File: config.mk
export PLATFORM = sky130hd
export DESIGN_NAME = cfg_eeprom_ctrl
export DESIGN_NICKNAME = d
export VERILOG_FILES = /design/src/rtl/cfgrom_pkg.sv /design/src/rtl/eeprom_serial_eng.sv /design/src/rtl/cfg_eeprom_ctrl.sv
export SDC_FILE = /design/constraint.sdc
export NUM_CORES = 1
export LEC_CHECK = 0
export ABC_CLOCK_PERIOD_IN_PS = 8400
export BUFFER_PORTS_ARGS = -buffer_cell sky130_fd_sc_hd__buf_4
export CAP_MARGIN = 20
export CORE_ASPECT_RATIO = 1.4
export CORE_MARGIN = 1.5
export CORE_UTILIZATION = 30
export CTS_BUF_LIST = sky130_fd_sc_hd__clkbuf_16
export DETAILED_ROUTE_END_ITERATION = 8
export PLACE_DENSITY = 0.44
export SLEW_MARGIN = 20
export SYNTH_ARGS = -nofsm -noshare
export SYNTH_HDL_FRONTEND = slang
export SYNTH_SLANG_ARGS = --single-unit
File: constraint.sdc
create_clock -name clk -period 8.4 [get_ports clk]
set_input_delay 1.68 -clock clk [delete_from_list [all_inputs] [get_ports clk]]
set_output_delay 1.68 -clock clk [all_outputs]
set_load 0.02 [all_outputs]
File: src/rtl/cfgrom_pkg.sv
package cfgrom_pkg;
    typedef enum logic [1:0] {
        REG_DATA = 2'd0,
        REG_PTR  = 2'd1,
        REG_CTRL = 2'd2,
        REG_CFG  = 2'd3
    } reg_sel_e;

    localparam int BIT_STORE  = 0;
    localparam int BIT_RELOAD = 1;
    localparam int BIT_SEL    = 2;
    localparam int BIT_RCVBAD = 3;
    localparam int BIT_PWRDN  = 4;

    typedef enum logic [1:0] {
        OP_EWEN  = 2'b00,
        OP_WRITE = 2'b01,
        OP_READ  = 2'b10
    } ser_op_e;

    typedef enum logic [2:0] {
        C_IDLE, C_EWEN_GO, C_EWEN_WAIT, C_XFER_GO, C_XFER_WAIT, C_FINISH
    } ctl_state_e;

    typedef enum logic [1:0] {
        S_IDLE, S_SHIFT, S_GAP, S_POLL
    } ser_state_e;
endpackage

File: src/rtl/eeprom_serial_eng.sv
module eeprom_serial_eng
    import cfgrom_pkg::*;
#(
    parameter int AW      = 6,
    parameter int DW      = 16,
    parameter int SK_HALF = 2,
    parameter int TMO_CYC = 300
) (
    input  logic          clk,
    input  logic          rst_n,
    input  logic          start,
    input  ser_op_e       op,
    input  logic [AW-1:0] addr,
    input  logic [DW-1:0] wdata,
    output logic          done,
    output logic [DW-1:0] rdata,
    output logic          ser_cs,
    output logic          ser_sk,
    output logic          ser_di,
    input  logic          ser_do
);
    localparam int HDR   = 3 + AW;
    localparam int FRAME = HDR + DW;
    localparam int CW    = $clog2(FRAME + 1);
    localparam int TW    = $clog2(TMO_CYC + 1);
    localparam int PHW   = (SK_HALF > 1) ? $clog2(SK_HALF) : 1;

    ser_state_e       state_q, state_d;
    logic [PHW-1:0]   ph_q;
    logic             skh_q;
    logic [CW-1:0]    bit_q, last_q;
    logic [FRAME-1:0] tx_q;
    logic [DW-1:0]    rx_q;
    logic             wr_q;
    logic [TW-1:0]    tmo_q;
    logic             ph_end, frame_end, poll_end;

    assign ph_end    = (ph_q == PHW'(SK_HALF - 1));
    assign frame_end = (state_q == S_SHIFT) && ph_end && skh_q && (bit_q == last_q);
    assign poll_end  = (state_q == S_POLL) && (ser_do || (tmo_q == TW'(TMO_CYC - 1)));

    always_comb begin
        state_d = state_q;
        unique case (state_q)
            S_IDLE:  if (start) state_d = S_SHIFT;
            S_SHIFT: if (frame_end) state_d = wr_q ? S_GAP : S_IDLE;
            S_GAP:   if (ph_end && skh_q) state_d = S_POLL;
            S_POLL:  if (poll_end) state_d = S_IDLE;
            default: state_d = S_IDLE;
        endcase
    end

    always_ff @(posedge clk or negedge rst_n) begin
        if (!rst_n) state_q <= S_IDLE;
        else        state_q <= state_d;
    end

    always_ff @(posedge clk or negedge rst_n) begin
        if (!rst_n) begin
            ph_q   <= '0;
            skh_q  <= 1'b0;
            bit_q  <= '0;
            last_q <= '0;
            tx_q   <= '0;
            rx_q   <= '0;
            wr_q   <= 1'b0;
            tmo_q  <= '0;
        end else begin
            unique case (state_q)
                S_IDLE: begin
                    if (start) begin
                        tx_q   <= {1'b1, op, addr, (op == OP_WRITE) ? wdata : {DW{1'b0}}};
                        bit_q  <= '0;
                        ph_q   <= '0;
                        skh_q  <= 1'b0;
                        last_q <= (op == OP_EWEN) ? CW'(HDR - 1) : CW'(FRAME - 1);
                        wr_q   <= (op == OP_WRITE);
                    end
                end
                S_SHIFT, S_GAP: begin
                    ph_q  <= ph_end ? '0 : ph_q + 1'b1;
                    tmo_q <= '0;
                    if (ph_end) skh_q <= ~skh_q;
                    if (state_q == S_SHIFT && ph_end) begin
                        if (!skh_q) begin
                            rx_q <= {rx_q[DW-2:0], ser_do};
                        end else begin
                            tx_q  <= tx_q << 1;
                            bit_q <= bit_q + 1'b1;
                        end
                    end
                end
                S_POLL: tmo_q <= tmo_q + 1'b1;
                default: ;
            endcase
        end
    end

    assign done   = (frame_end && !wr_q) || poll_end;
    assign rdata  = rx_q;
    assign ser_cs = (state_q == S_SHIFT) || (state_q == S_POLL);
    assign ser_sk = (state_q == S_SHIFT) && skh_q;
    assign ser_di = (state_q == S_SHIFT) && tx_q[FRAME-1];
endmodule

File: src/rtl/cfg_eeprom_ctrl.sv
module cfg_eeprom_ctrl
    import cfgrom_pkg::*;
#(
    parameter int AW        = 6,
    parameter int DW        = 16,
    parameter int CFG_WORDS = 8,
    parameter int PROT_LO   = 2,
    parameter int PROT_HI   = 4,
    parameter int SK_HALF   = 2,
    parameter int TMO_CYC   = 300
) (
    input  logic          clk,
    input  logic          rst_n,
    input  logic          host_wr,
    input  logic [1:0]    host_addr,
    input  logic [DW-1:0] host_wdata,
    output logic [DW-1:0] host_rdata,
    output logic          busy,
    output logic          pwrdn,
    output logic          rcv_bad,
    output logic          ee_cs,
    output logic          ee_sk,
    output logic          ee_di,
    input  logic          ee_do
);
    localparam int IW = (CFG_WORDS > 1) ? $clog2(CFG_WORDS) : 1;

    ctl_state_e    state_q, state_d;
    logic [DW-1:0] data_q, ptr_q;
    logic [DW-1:0] cfg_q [CFG_WORDS];
    logic          store_q, reload_q, sel_q, rcvbad_q, pwrdn_q;
    logic [IW-1:0] idx_q;
    logic [IW:0]   idx_nxt;
    logic          ctrl_wr, launch, seq_last;
    logic          eng_start, eng_done;
    ser_op_e       eng_op;
    logic [AW-1:0] eng_addr;
    logic [DW-1:0] eng_wdata, eng_rdata, ctrl_rd;

    assign ctrl_wr = host_wr && (host_addr == REG_CTRL);
    assign launch  = ctrl_wr && (state_q == C_IDLE) &&
                     (host_wdata[BIT_RELOAD] || host_wdata[BIT_STORE]);

    always_comb begin
        idx_nxt = {1'b0, idx_q} + 1'b1;
        if (store_q && idx_nxt >= (IW+1)'(PROT_LO) && idx_nxt <= (IW+1)'(PROT_HI))
            idx_nxt = (IW+1)'(PROT_HI + 1);
    end
    assign seq_last = (idx_nxt >= (IW+1)'(CFG_WORDS));

    always_comb begin
        state_d = state_q;
        unique case (state_q)
            C_IDLE:      if (launch) state_d = host_wdata[BIT_RELOAD] ? C_XFER_GO : C_EWEN_GO;
            C_EWEN_GO:   state_d = C_EWEN_WAIT;
            C_EWEN_WAIT: if (eng_done) state_d = C_XFER_GO;
            C_XFER_GO:   state_d = C_XFER_WAIT;
            C_XFER_WAIT: if (eng_done) state_d = (sel_q || seq_last) ? C_FINISH : C_XFER_GO;
            C_FINISH:    state_d = C_IDLE;
            default:     state_d = C_IDLE;
        endcase
    end

    always_ff @(posedge clk or negedge rst_n) begin
        if (!rst_n) state_q <= C_IDLE;
        else        state_q <= state_d;
    end

    always_ff @(posedge clk or negedge rst_n) begin
        if (!rst_n) begin
            data_q   <= '0;
            ptr_q    <= '0;
            store_q  <= 1'b0;
            reload_q <= 1'b0;
            sel_q    <= 1'b0;
            rcvbad_q <= 1'b0;
            pwrdn_q  <= 1'b1;
            idx_q    <= '0;
            for (int i = 0; i < CFG_WORDS; i++) cfg_q[i] <= '0;
        end else begin
            if (host_wr) pwrdn_q <= ctrl_wr ? host_wdata[BIT_PWRDN] : 1'b0;
            if (ctrl_wr) begin
                rcvbad_q <= host_wdata[BIT_RCVBAD];
                if (state_q == C_IDLE) sel_q <= host_wdata[BIT_SEL];
            end
            if (launch) begin
                reload_q <= host_wdata[BIT_RELOAD];
                store_q  <= host_wdata[BIT_STORE] && !host_wdata[BIT_RELOAD];
                idx_q    <= '0;
            end
            if (host_wr && host_addr == REG_DATA) data_q <= host_wdata;
            if (host_wr && host_addr == REG_PTR)  ptr_q  <= host_wdata;
            if (host_wr && host_addr == REG_CFG)  cfg_q[ptr_q[IW-1:0]] <= host_wdata;
            if (state_q == C_XFER_WAIT && eng_done) begin
                if (reload_q) begin
                    if (sel_q) data_q <= eng_rdata;
                    else       cfg_q[idx_q] <= eng_rdata;
                end
                if (!sel_q) idx_q <= idx_nxt[IW-1:0];
            end
            if (state_q == C_FINISH) begin
                store_q  <= 1'b0;
                reload_q <= 1'b0;
            end
        end
    end

    assign eng_start = (state_q == C_EWEN_GO) || (state_q == C_XFER_GO);
    assign eng_op    = (state_q == C_EWEN_GO) ? OP_EWEN : (store_q ? OP_WRITE : OP_READ);
    assign eng_addr  = (state_q == C_EWEN_GO) ? {2'b11, {(AW-2){1'b0}}} :
                       (sel_q ? ptr_q[AW-1:0] : AW'(idx_q));
    assign eng_wdata = sel_q ? data_q : cfg_q[idx_q];

    eeprom_serial_eng #(
        .AW(AW), .DW(DW), .SK_HALF(SK_HALF), .TMO_CYC(TMO_CYC)
    ) eng_i (
        .clk    (clk),
        .rst_n  (rst_n),
        .start  (eng_start),
        .op     (eng_op),
        .addr   (eng_addr),
        .wdata  (eng_wdata),
        .done   (eng_done),
        .rdata  (eng_rdata),
        .ser_cs (ee_cs),
        .ser_sk (ee_sk),
        .ser_di (ee_di),
        .ser_do (ee_do)
    );

    assign busy    = (state_q != C_IDLE);
    assign pwrdn   = pwrdn_q;
    assign rcv_bad = rcvbad_q;

    always_comb begin
        ctrl_rd             = '0;
        ctrl_rd[BIT_STORE]  = store_q;
        ctrl_rd[BIT_RELOAD] = reload_q;
        ctrl_rd[BIT_SEL]    = sel_q;
        ctrl_rd[BIT_RCVBAD] = rcvbad_q;
        ctrl_rd[BIT_PWRDN]  = pwrdn_q;
        ctrl_rd[DW-1]       = busy;
    end

    always_comb begin
        unique case (host_addr)
            REG_DATA: host_rdata = data_q;
            REG_PTR:  host_rdata = ptr_q;
            REG_CTRL: host_rdata = ctrl_rd;
            default:  host_rdata = cfg_q[ptr_q[IW-1:0]];
        endcase
    end
endmodule

==> out/metrics.yaml <==
clocking:
  post-cts-setup-buffers: 0
  cts_hold_buf: 0
  root_buffer: "clkbuf_16"
  clockBufferDepth: 3
  numCtsBuffers: 29
  insertion_delay_ps: 570
  htree_levels: 1
  ctsResizeCount: 0
  clk_pin_slew_ps: 60
  cts_tree: "yes"
  clock-sinks: 233
synthesis:
  synth_nets: 1379
  async_flop_share: 1.000
  yosysWarnings: 0
  synthCells: 1346
  ys_seq_elements: 233
  synthFlopType: "dfrtp_1"
  ys_types: 66
  synth-edff-count: 0
  syn_avg_cell_area_um2: 10.62
  syn_area_um2: 14300
  ys_seq_area_frac: 0.4078
floorplanning:
  dieHeight_um: 261.3
  pin_count: 44
  die_w_um: 187.5
  fp.dieArea_um2: 49010
  coreArea_um2: 47050
  row_count: 94
  start_util: 0.3040
setup_path:
  cp_slowest_cell: "nand2_1"
  path_cells: "buf_4 > nand2_1 > a311oi_1 > a21oi_1 > buf_4"
  crit_top_cell: "buf_4"
  path_max_fanout: 24
  crit_family: "simple AND/OR/NAND/NOR gates"
  worstSetupStartpointType: "input pin"
  end_kind: "output port"
  cp_data_arrival_time_ps: 3540
  critPathMaxStageDelay_ps: 680
  crit_buf_inv: 2
  critPathRequiredTime_ps: 6720
  path_class: "input pin to output port"
routing:
  dr.first_iter.drc_count: 597
  drt_wl_total_mm: 51.58
  ant_nets: 0
  dr.pass1.iters: 7
  wl_per_cell_um: 26.28
  num_vias: 10910
  drc: 0
  vias_per_cell: 5.559
power:
  p_int_w: 0.003195
  clkPwrFrac: 0.227
  swShare: 0.3953
  comb_power_share: 0.407
  p_switching_w: 0.002089
  power_w: 0.005283
  p_leak_nw: 6.491
  p_per_area_nw_per_um2: 330.0
  seqPwrFrac: 0.366
  ir_drop_mv: 0.1578
sta:
  slew-limit-headroom: 0.1992
  grt_setup_unrepaired: "no"
  fmax_ghz: 0.1915
  worstMarginPinSlew_ps: 1201
  setup_violations: 0
  period_share: 0.6216
  hold_viol: 0
  final_max_slew_viol_count: 0
  fin_crit_ps: 5221
  finalSetupTns_ps: 0
  skew_ps: 8.722
place:
  routabilityCongestion: 0.7926
  hpwl_mm: 32.03
  port_buffers: 43
  place_area_um2: 15130
global_routing:
  antenna_found_initial: 0
  grt_pass1_wl_mm: 76.82
  grt_pass1_vias: 11130
  track_usage: 0.2113
  grt_max_degree: 109
  grt_overflow: 0
cells_and_area:
  num-fill-cells: 4805
  antenna_cells: 0
  area_delta_synth_final_pct: 11.95
  drive_gt1_frac: 0.3473
  final_area_um2: 16010
  num-nets-final: 1353
min_path:
  hold_class: "flop to flop"
status:
  status: "completed"
run:
  cap_viol_max_count: 0
[flip-flops by register name (all words and copies together), names as in the netlist, 2 cells and up, named ones only]
signal	count
cfg_q	128
eng_i.tx_q	25
data_q	16
eng_i.rdata	16
ptr_q	16
eng_i.tmo_q	9
eng_i.bit_q	5
idx_q	3
state_q	3
eng_i.last_q	2
[routing by layer]
layer	GRT usage	vias to the layer above	part of all wire
met3	0.02667	93	0.045
met2	0.3669	307	0.49
met1	0.2657	5591	0.43
met4	0.08667	0	0.040
li1	-	4921	-
met5	0	-	0
[cells in the final DEF, fill, tap and decap left out, drive strengths merged, types with 17 or more instances in the layout]
cell      n
o22ai    29
mux2    317
a21oi   105
nor2     73
o21ai    46
nor3     43
mux2i    78
inv      20
dfrtp   232
buf      70
clkinv   17
clkbuf   29
nand2    71
nand3    28
[worst reg2reg max path, cell delays in order, from the launching register on]
cell and delay, ps:
dfrtp_1 390, inv_1 100, ha_1 180, nand2_1 50, or4_4 560, o32a_2 340
buf_4 350, nor4b_4 950, buf_4 400, mux2_2 360
[stage by stage]
stage	std cells	hold slack, ps	utilization	setup WS (ps)
2_1_floorplan	1346	448.8	-	3598
3_3_place_gp	1913	463.6	0.3217	3249
3_5_place_dp	1913	470.7	0.3217	3213
4_1_cts	1963	484.2	0.3403	3207
5_1_grt	1963	501.2	0.3403	3118
6_report	1963	482.2	0.3403	3179
[power groups by stage]
stage / logic [W] / clock network (W) / registers [W]
global placement: 0.00213 / 0 / 0.00195
CTS: 0.00216 / 0.00123 / 0.00194
detailed placement: 0.00215 / 0 / 0.00195
global route: 0.00236 / 0.00127 / 0.00199
finish: 0.00215 / 0.00120 / 0.00194
floorplan: 0.00167 / 0 / 0.00173
[cell families (layout without fill, tap and decap cells)]
logic type	count (synthesis)	in the layout	share of synthesized area
mux	404	404	0.3210
simple gates	273	273	0.09598
compound gates	272	272	0.1178
flops	233	233	0.4078
buf+inv	145	138	0.04287
fa+ha+maj	11	11	0.009624
xor+xnor	8	8	0.004899
[layout make-up]
cell class                      count  area, µm²  share of cell area
Multi-Input combinational cell    968       7911              0.4941
Timing Repair Buffer               70      533.0             0.03329
Inverter                           18      67.56            0.004220
Clock inverter                     21      150.1            0.009378
Sequential cell                   233       5842              0.3649
Tap cell                          624      780.7             0.04877
Clock buffer                       29      725.7             0.04533
[path summary, 6_finish.rpt]
path	startpoint	to	cells after the start	slack, ps
worst max-delay path	host_addr[0]	host_rdata[0]	5	3180
worst min-delay path	eng_i.tx_q[20]	eng_i.tx_q[20]	2	480
worst max register to register	eng_i.bit_q[0]	cfg_q[69]	9	4590
worst min register to register	eng_i.tx_q[20]	eng_i.tx_q[20]	2	480
max in group asynchronous	rst_n	ptr_q[1]	2	5670
min in group asynchronous	rst_n	eng_i.rdata[2]	1	1190
[synthesized netlist by cell type, drive strengths merged, types with 2 or more instances]
master   count  area share
a211oi      14      0.0073
xor2         4      0.0024
clkbuf     100       0.026
nand3b       5      0.0040
inv         17      0.0045
a311oi      14      0.0086
and3         3      0.0013
a21o         2      0.0010
nand4bb      2      0.0016
dfrtp      232        0.41
a221oi      14      0.0086
a21boi       2      0.0010
o31ai        7      0.0037
a22oi       10      0.0052
o21a         2      0.0010
nand2b      11      0.0048
ha          11      0.0096
a21oi      105       0.037
mux2i       78       0.055
xnor2        4      0.0024
mux4         9       0.014
nand2       71       0.019
nor3        43       0.016
nor2        73       0.019
a2bb2oi      2      0.0012
or3b         2      0.0012
and2         6      0.0026
mux2       317        0.25
o2111ai      6      0.0037
o22ai       29       0.013
a31oi        5      0.0022
nor2b       12      0.0052
nand3       28      0.0098
nor4b        5      0.0052
nor4bb       2      0.0014
buf         27       0.012
a22o         2      0.0012
or2          4      0.0017
o211ai       4      0.0021
o21ai       46       0.016
Note: power is estimated with default switching activity, not from simulation.
